--- config.mk ---
export PLATFORM = sky130hd
export DESIGN_NAME = wp_write_gate
export DESIGN_NICKNAME = d
export VERILOG_FILES = /design/src/rtl/wp_pkg.sv /design/src/rtl/wp_por_timer.sv /design/src/rtl/wp_glitch_filter.sv /design/src/rtl/wp_gate_logic.sv /design/src/rtl/wp_write_gate.sv
export SDC_FILE = /design/constraint.sdc
export NUM_CORES = 1
export LEC_CHECK = 0
export ABC_AREA = 0
export BUFFER_PORTS_ARGS = -buffer_cell sky130_fd_sc_hd__buf_2
export CORE_UTILIZATION = 35
export DETAILED_ROUTE_END_ITERATION = 7
export GPL_ROUTABILITY_DRIVEN = 0
export SYNTH_ARGS = -nofsm -noshare
export SYNTH_HDL_FRONTEND = slang
export SYNTH_SLANG_ARGS = --single-unit
--- constraint.sdc ---
create_clock -name clk -period 1.99 [get_ports clk]
set_input_delay 0.0995 -clock clk [delete_from_list [all_inputs] [get_ports clk]]
set_output_delay 0.0995 -clock clk [all_outputs]
set_load 0.05 [all_outputs]
--- src/rtl/wp_pkg.sv ---
package wp_pkg;

    // Filtered strobes handled by the gate, in bit order of strobe_vec_t.
    localparam int unsigned NUM_STROBES = 2;
    localparam int unsigned STB_CE      = 0;
    localparam int unsigned STB_WE      = 1;

    typedef logic [NUM_STROBES-1:0] strobe_vec_t;

    // Guards that feed the final gate decision.
    typedef struct packed {
        logic supply_good;   // supply indication high
        logic lockout_done;  // power-on delay expired
        logic oe_clear;      // output enable not blocking
    } guard_t;

    // Result of the gate.
    typedef struct packed {
        logic allowed;       // write-allowed flag
        logic strobe_n;      // gated active-low write strobe
    } gate_out_t;

    // Bits needed to hold a count from 0 up to limit inclusive.
    function automatic int unsigned count_bits(input int unsigned limit);
        int unsigned w;
        w = $clog2(limit + 1);
        return (w < 1) ? 1 : w;
    endfunction

    // All guards satisfied.
    function automatic logic guards_open(input guard_t g);
        return g.supply_good & g.lockout_done & g.oe_clear;
    endfunction

endpackage

--- src/rtl/wp_por_timer.sv ---
module wp_por_timer
    import wp_pkg::*;
#(
    parameter int unsigned DELAY_CYCLES = 1250000
) (
    input  logic clk,
    input  logic rst,
    input  logic supply_ok,
    output logic por_done
);

    localparam int unsigned CW = count_bits(DELAY_CYCLES);
    localparam logic [CW-1:0] LIMIT = CW'(DELAY_CYCLES);

    logic [CW-1:0] elapsed;

    // Any reset or any sample of a low supply restarts the delay from zero.
    always_ff @(posedge clk) begin
        if (rst || !supply_ok) begin
            elapsed <= '0;
        end else if (elapsed != LIMIT) begin
            elapsed <= elapsed + CW'(1);
        end
    end

    assign por_done = (elapsed == LIMIT);

    AST_POR_RESTART: assert property (@(posedge clk) disable iff (rst)
        !supply_ok |=> !por_done);

    AST_POR_HOLDS: assert property (@(posedge clk) disable iff (rst)
        (por_done && supply_ok) |=> por_done);

    AST_POR_RISE_NEEDS_SUPPLY: assert property (@(posedge clk) disable iff (rst)
        $rose(por_done) |-> $past(supply_ok));

    AST_POR_RESET_CLEAR: assert property (@(posedge clk)
        rst |=> !por_done);

endmodule

--- src/rtl/wp_glitch_filter.sv ---
module wp_glitch_filter
    import wp_pkg::*;
#(
    parameter int unsigned SAMPLES = 4
) (
    input  logic clk,
    input  logic rst,
    input  logic raw_n,
    output logic filt_n
);

    localparam int unsigned CW = count_bits(SAMPLES);
    localparam logic [CW-1:0] FULL = CW'(SAMPLES);

    logic [CW-1:0] low_run;

    // Count consecutive low samples, saturating at the required length.
    always_ff @(posedge clk) begin
        if (rst || raw_n) begin
            low_run <= '0;
        end else if (low_run != FULL) begin
            low_run <= low_run + CW'(1);
        end
    end

    // Assertion passes only after a full run; release is immediate.
    assign filt_n = raw_n | (low_run != FULL);

    AST_FLT_NO_EARLY_PASS: assert property (@(posedge clk) disable iff (rst)
        $fell(filt_n) |-> $past(!raw_n));

    AST_FLT_RESET_HIGH: assert property (@(posedge clk)
        rst |=> filt_n);

endmodule

--- src/rtl/wp_gate_logic.sv ---
module wp_gate_logic
    import wp_pkg::*;
(
    input  guard_t      guards,
    input  strobe_vec_t strobes_n,
    output gate_out_t   result
);

    logic open;
    logic strobes_low;

    always_comb begin
        open            = guards_open(guards);
        strobes_low     = ~(|strobes_n);
        result.allowed  = open;
        result.strobe_n = ~(open & strobes_low);
    end

    always_comb begin
        AST_GATE_NEEDS_OPEN: assert (result.strobe_n || result.allowed);
    end

endmodule

--- src/rtl/wp_write_gate.sv ---
module wp_write_gate
    import wp_pkg::*;
#(
    parameter int unsigned DELAY_CYCLES   = 1250000,
    parameter int unsigned GLITCH_SAMPLES = 4
) (
    input  logic clk,
    input  logic rst,
    input  logic supply_ok,
    input  logic ce_n,
    input  logic oe_n,
    input  logic we_n,
    output logic we_gated_n,
    output logic write_ok
);

    logic        por_done;
    strobe_vec_t raw_n;
    strobe_vec_t filt_n;
    guard_t      guards;
    gate_out_t   result;

    assign raw_n[STB_CE] = ce_n;
    assign raw_n[STB_WE] = we_n;

    wp_por_timer #(
        .DELAY_CYCLES (DELAY_CYCLES)
    ) i_por (
        .clk       (clk),
        .rst       (rst),
        .supply_ok (supply_ok),
        .por_done  (por_done)
    );

    for (genvar s = 0; s < NUM_STROBES; s++) begin : g_filter
        wp_glitch_filter #(
            .SAMPLES (GLITCH_SAMPLES)
        ) i_flt (
            .clk    (clk),
            .rst    (rst),
            .raw_n  (raw_n[s]),
            .filt_n (filt_n[s])
        );
    end

    assign guards.supply_good  = supply_ok;
    assign guards.lockout_done = por_done;
    assign guards.oe_clear     = oe_n;

    wp_gate_logic i_gate (
        .guards    (guards),
        .strobes_n (filt_n),
        .result    (result)
    );

    assign we_gated_n = result.strobe_n;
    assign write_ok   = result.allowed;

    AST_GATE_LEVELS: assert property (@(posedge clk) disable iff (rst)
        !we_gated_n |-> (supply_ok && oe_n && !ce_n && !we_n));

    AST_GATE_SUPPLY_LOW: assert property (@(posedge clk) disable iff (rst)
        !supply_ok |-> (!write_ok && we_gated_n));

    AST_GATE_RELEASE: assert property (@(posedge clk) disable iff (rst)
        ($rose(we_n) || $rose(ce_n)) |-> we_gated_n);

    AST_GATE_FALL_AFTER_LOW: assert property (@(posedge clk) disable iff (rst)
        $fell(we_gated_n) |-> ($past(!we_n) && $past(!ce_n)));

    AST_GATE_RESET: assert property (@(posedge clk)
        rst |=> (!write_ok && we_gated_n));

endmodule

==> results.sh, run 1 <==
export IMPL_final_setup_tns_ps=0
export IMPL_final_setup_skew_ps=2.26
export IMPL_syn_to_final_growth_pct=12.4
export IMPL_overflow=0
export IMPL_whs_ps=30.3
export IMPL_yosysTopAreaCellShare_pct=39.7
export IMPL_crit_required_ps=1890
export IMPL_antenna_cells=0
export IMPL_synth_simple_area_share_pct=31.9
export IMPL_met1_length_um=1260
export IMPL_fp_coreArea_mm2=0.00369
export IMPL_hp_class="in -> reg"
export IMPL_tightest_slew_ps=557
export IMPL_synth_fa_ha_area_share_pct=5.52
export IMPL_layout_commonest_cell="dfxtp_1"
export IMPL_start_util_pct=36.9
export IMPL_routed_wl_um=2620
export IMPL_dr_wl_met2_um=1280
export IMPL_slew_headroom_pct=62.5
export IMPL_synthFlopType="dfxtp_1"
export IMPL_drc=0
export IMPL_path_cells="nor4b_1 -> nand3_2 -> nor2_4 -> and3_1 -> buf_6"
export IMPL_fin_nets=178
export IMPL_yosysSeqAreaShare_pct=39.7
export IMPL_antenna_found_initial=0
export IMPL_critPathMaxFanout=7
export IMPL_p_comb_share_pct=4.4
export IMPL_cts_setup_buffers=0
export IMPL_synth_mux_area_share_pct=2.21
export IMPL_total_power_uw=899
export IMPL_cts_buffers=3
export IMPL_p_sw_share_pct=21.4
export IMPL_yosysWarnings=0
export IMPL_cts_tree="yes"
export IMPL_synthArstFlopShare_pct=0
export IMPL_dieArea_mm2=0.00414
export IMPL_clock_path_buffers=2
export IMPL_fillers=379
export IMPL_wl_per_cell_um=12.3
export IMPL_clock_latency_ps=270
export IMPL_rsz0062_at_grt="no"
export IMPL_p_per_area_mw_per_mm2=588
export IMPL_clock_power_share_pct=34.1
export IMPL_critPathSlowestCell="nor4b_1"
export IMPL_arrival_ps=1780
export IMPL_grt_use_total_pct=13.8
export IMPL_cts_sinks=27
export IMPL_grt_pass1_wl_um=4520
export IMPL_design_portCount=8
export IMPL_period_share_pct=94.5
export IMPL_firstDrtPassIters=4
export IMPL_crit_type="reg -> out"
export IMPL_period_minus_slack_ps=1880
export IMPL_dr_wl_met3_um=52
export IMPL_seq_area_um2=542
export IMPL_clkTransAtPathRegs_ps=90
export IMPL_htree_num_levels=1
export IMPL_io_buffers=7
export IMPL_path_buf_inv=1
export IMPL_switching_power_uw=192
export IMPL_dp_hpwl_um=1930
export IMPL_p_leak_nw=0.532
export IMPL_final_setup_viol_count=0
export IMPL_start_kind="flop"
export IMPL_drt_antenna_violating_nets=0
export IMPL_synth_xor_area_share_pct=7.08
export IMPL_cap_viol_max_count=0
export IMPL_syn_inst=156
export IMPL_hold_violations=0
export IMPL_rows=22
export IMPL_slew_viol_final=0
export IMPL_vias_per_cell=5.43
export IMPL_crit_path_end_kind="output pin"
export IMPL_seqPwrFrac_pct=61.5
export IMPL_yosysTopAreaCell="dfxtp_1"
export IMPL_grt_max_degree=21
export IMPL_multi_input_area_um2=786
export IMPL_synth_compound_area_share_pct=9.38
export IMPL_highest_layer="met4"
export IMPL_chipWidth_um=64.3
export IMPL_dr_first_iter_drc_count=29
export IMPL_cts_root_buffer="clkbuf_8"
export IMPL_syn_num_nets=168
export IMPL_crit_path_max_incr_delay_ps=440
export IMPL_layout_common_cells="dfxtp_1 (26), a21oi_1 (11), o21ai_0 (10), nor2_1 (9)"
export IMPL_grt_pass1_vias=1069
export IMPL_cpLargestDelayFamily="simple AND/OR/NAND/NOR gates"
export IMPL_synth_area_mm2=0.00136
export IMPL_ys_ff_latch=27
export IMPL_avgSynthCellArea_um2=8.72
export IMPL_synth_edff_count=0
export IMPL_synth_area_leaders="dfxtp_1 (40%), ha_1 (5.5%), a21oi_1 (4.0%)"
export IMPL_dr_total_vias=1156
export IMPL_max_freq_mhz=532
export IMPL_max_vdd_ir_drop_mv=0.290
export IMPL_drive_gt1_share_pct=11.5
export IMPL_synth_top_family_by_area="simple AND/OR/NAND/NOR gates"
export IMPL_internal_power_uw=706
export IMPL_die_y_um=64.3
export IMPL_synthDistinctLibCells=29
export IMPL_status="complete, no violations"
through the flow:
step / instance area, um2 / utilization, % / setup WS [ps] / cells
finish: 1530 / 41.5 / 110 / 213
detailed placement: 1450 / 39.3 / 176 / 209
floorplan: 1360 / - / 210 / 156
global route: 1530 / 41.5 / 5.20 / 213
CTS: 1510 / 40.9 / 21.2 / 213
global placement: 1450 / 39.3 / 215 / 209
power by group through the flow:
stage                     Sequential, mW  Clock (mW)  Combinational [mW]
after floorplan                    0.564           0              0.0261
after global placement             0.564           0              0.0376
after detailed placement           0.565           0              0.0399
after CTS                          0.552       0.321              0.0402
after global routing               0.554       0.343              0.0462
final                              0.552       0.307              0.0398
kinds of logic after synthesis:
| logic type | after synthesis |
|---|---|
| flip-flops | 27 |
| AND/OR/NAND/NOR | 72 |
| multiplexers | 3 |
| AO/OA/AOI/OAI | 24 |
| XOR/XNOR | 11 |
| adder cells (fa/ha/maj) | 6 |
| buffers and inverters | 13 |
layout make-up:
| cell class | count | area share (%) |
|---|---|---|
| Clock buffer | 4 | 2.95 |
| Inverter | 8 | 1.96 |
| Multi-Input combinational cell | 116 | 51.4 |
| Sequential cell | 27 | 35.4 |
| Tap cell | 48 | 3.93 |
| Timing Repair Buffer | 10 | 4.34 |
per-layer routing:
layer,up-vias,GRT usage [%]
met4,0,4.17
met5,-,0
met2,15,24.7
li1,583,-
met3,2,2.14
met1,556,16.6
registers in the layout, indices dropped and copies added (netlist names):
signal / cells
g_filter.i_flt.low_run: 6
i_por.elapsed: 21
repair_timing:
action | CTS | global route
setup endpoints to repair | 2 | 2
gates resized for setup | 4 | 6
pin swaps | 0 | 1
hold buffers | 0 | 0
gates cloned | 0 | 0
path summary, 6_finish.rpt:
path | depth (start not counted) | slack, ps | end | startpoint
setup / recovery | 5 | 110 | write_ok | i_por.elapsed[2]
hold / removal | 2 | 30 | g_filter[1].i_flt.low_run[2] | we_n
setup reg to reg | 5 | 250 | i_por.elapsed[20] | i_por.elapsed[1]
hold reg to reg | 2 | 490 | i_por.elapsed[20] | i_por.elapsed[20]
worst reg2reg max path, delay by kind of cell (launching register included):
kind                     cells  cell delay, ps
flip-flops                   1             420
adder cells (fa/ha/maj)      1             230
AND/OR/NAND/NOR              3             870
AO/OA/AOI/OAI                1             150
synthesized netlist by cell type, drive strengths merged (3+ instances only):
library cell	n
and3	7
or4	3
nor2	10
xnor2	6
dfxtp	27
mux2i	3
ha	6
a21oi	11
o21ai	10
and4	4
clkbuf	3
nand2	7
or3	6
xor2	5
nand2b	3
nand4	7
inv	8
nand3	7
nor3	8
Note: power is estimated with default switching activity, not from simulation.
==> run 2, diff against run 1 <==
--- a/config.mk
+++ b/config.mk
@@ -7,9 +7,10 @@
 export LEC_CHECK = 0
 export ABC_AREA = 0
 export BUFFER_PORTS_ARGS = -buffer_cell sky130_fd_sc_hd__buf_2
-export CORE_UTILIZATION = 35
+export CORE_UTILIZATION = 58
 export DETAILED_ROUTE_END_ITERATION = 7
 export GPL_ROUTABILITY_DRIVEN = 0
+export PLACE_DENSITY = 0.76
 export SYNTH_ARGS = -nofsm -noshare
 export SYNTH_HDL_FRONTEND = slang
 export SYNTH_SLANG_ARGS = --single-unit
==> run 2 against run 1 <==
Against the previous run:
- wire length grew 1.4%
- clock skew rose by 8.6 ps
- power shrank 7.0%
- cell count shrank 8.0%
==> results.sh, run 2 (synthesis results as in run 1) <==
export IMPL_final_setup_tns_ps=0
export IMPL_dp_cells=189
export IMPL_whs_ps=36.1
export IMPL_start_kind="flop"
export IMPL_cts_tree="yes"
export IMPL_path_buf_inv=1
export IMPL_antenna_cells=0
export IMPL_drive_gt1_share_pct=15.5
export IMPL_crit_end="write_ok"
export IMPL_timing_rr_end="i_por.elapsed[20]"
export IMPL_io_buffers=7
export IMPL_drc=0
export IMPL_max_freq_mhz=520
export IMPL_layout_common_cells="dfxtp_1 (22), a21oi_1 (11), o21ai_0 (10), nor2_1 (9)"
export IMPL_reg_top3="i_por.elapsed x21, g_filter.i_flt.low_run x6"
export IMPL_cp_depth=5
export IMPL_final_setup_viol_count=0
export IMPL_crit_type="reg -> out"
export IMPL_design_portCount=8
export IMPL_overflow=0
export IMPL_hold_start="rst"
export IMPL_cts_buffers=3
export IMPL_fin_nets=181
export IMPL_crit_path_max_incr_delay_ps=480
export IMPL_r2r_start="i_por.elapsed[1]"
export IMPL_fillers=184
export IMPL_layout_commonest_cell="dfxtp_1"
export IMPL_setup_ws_ps=67.6
export IMPL_dp_hpwl_um=1930
export IMPL_start_util_pct=61.5
export IMPL_cap_viol_max_count=0
export IMPL_critPathSlowestCell="or4_4"
export IMPL_grt_pass1_vias=1039
export IMPL_slew_headroom_pct=63.0
export IMPL_worstSetupStartpoint="i_por.elapsed[11]"
export IMPL_status="complete, no violations"
export IMPL_arrival_ps=1820
export IMPL_drt_antenna_violating_nets=0
export IMPL_crit_path_end_kind="output pin"
export IMPL_vias_per_cell=5.95
export IMPL_cpLargestDelayFamily="simple AND/OR/NAND/NOR gates"
export IMPL_routed_wl_um=2650
export IMPL_dieArea_mm2=0.00254
export IMPL_grt_max_degree=21
export IMPL_period_share_pct=96.6
export IMPL_htree_num_levels=1
export IMPL_reg2regPathDepth=5
export IMPL_period_minus_slack_ps=1920
export IMPL_largest_reg_flops=21
export IMPL_rrSetupSlack_ps=200
export IMPL_antenna_found_initial=0
export IMPL_crit_required_ps=1890
export IMPL_cts_sinks=27
export IMPL_clock_latency_ps=330
export IMPL_rows=17
export IMPL_die_y_um=50.4
export IMPL_regMostFlops="i_por.elapsed"
export IMPL_syn_to_final_growth_pct=12.3
export IMPL_fp_coreArea_mm2=0.00221
export IMPL_hp_class="in -> reg"
export IMPL_clock_path_buffers=2
export IMPL_clkTransAtPathRegs_ps=150
export IMPL_total_power_uw=835
export IMPL_max_vdd_ir_drop_mv=0.440
export IMPL_slew_viol_final=0
export IMPL_pre_cts_ws_ps=190
export IMPL_chipWidth_um=50.4
export IMPL_path_cells="nand4bb_1 -> or4_4 -> nor2_4 -> and3_1 -> buf_6"
export IMPL_stdcell_count=196
export IMPL_tightest_slew_ps=551
export IMPL_cts_root_buffer="clkbuf_4"
export IMPL_p_leak_nw=0.546
export IMPL_final_setup_skew_ps=10.9
export IMPL_firstDrtPassIters=4
export IMPL_dr_total_vias=1167
export IMPL_dr_first_iter_drc_count=24
export IMPL_p_per_area_mw_per_mm2=547
export IMPL_wl_per_cell_um=13.5
export IMPL_hold_violations=0
export IMPL_grt_pass1_wl_um=4530
export IMPL_critPathMaxFanout=4
export IMPL_grt_use_total_pct=23.7
run 2: changes by cell type in the layout (fill, tap and decap cells not counted), moves of 2 or more:
cell,delta
dlygate4sd3_1,+2
dfxtp_1,-4
dfxtp_2,+3
clkbuf_4,+3
clkbuf_8,-3
run 2: layer usage:
layer / track usage (%) / share of wire (%)
met1: 30.6 / 48
met2: 38.2 / 47
met3: 3.94 / 2.4
met4: 11.1 / 2.2
met5: 0 / 0
run 2: worst reg2reg max path: cells and delay by family, from the launching register on:
| kind | cells | cell delay (ps) |
|---|---|---|
| adders and majority gates | 1 | 210 |
| AOI/OAI and AO/OA | 1 | 170 |
| DFF | 1 | 440 |
| and+or+nand+nor | 3 | 890 |
run 2: layout make-up:
type / count / area (um2) / area share, %
Clock buffer: 3 / 22.5 / 1.47
Clock inverter: 1 / 5.00 / 0.328
Sequential cell: 27 / 549 / 36.0
Timing Repair Buffer: 13 / 93.8 / 6.14
Inverter: 8 / 30.0 / 1.97
Multi-Input combinational cell: 116 / 792 / 51.8
Tap cell: 28 / 35.0 / 2.29
run 2: repair_timing:
item,in CTS,in global routing
hold endpoints to repair,6,0
buffers inserted,1,0
hold buffers,2,0
endpoints found under the setup margin,2,2
pin swaps,1,0
gates resized for setup,6,10
run 2: report_power, final:
| part | switching (mW) | total, mW | internal (mW) | leakage (nW) |
|---|---|---|---|---|
| clock | 0.164 | 0.240 | 0.0755 | 0.0177 |
| combinational | 0.0237 | 0.0435 | 0.0198 | 0.307 |
| sequential | 0.00661 | 0.552 | 0.546 | 0.221 |
run 2: how the worst min path moves through the flow:
| stage | to | slack [ps] | cells after the start |
|---|---|---|---|
| 2_1_floorplan | g_filter[1].i_flt.low_run[0] | 180 | 1 |
| 3_3_place_gp | g_filter[0].i_flt.low_run[2] | 320 | 2 |
| 3_5_place_dp | g_filter[0].i_flt.low_run[1] | 330 | 2 |
| 4_1_cts | g_filter[0].i_flt.low_run[1] | 30 | 2 |
| 5_1_grt | g_filter[1].i_flt.low_run[2] | 40 | 2 |
| 6_report | g_filter[1].i_flt.low_run[2] | 40 | 2 |
run 2: metrics by stage:
step                      instance area [um2]  utilization, %
after floorplan                          1360               -
after global placement                   1430            64.5
after detailed placement                 1430            64.5
after CTS                                1500            67.7
after global routing                     1530            69.1
final                                    1530            69.1
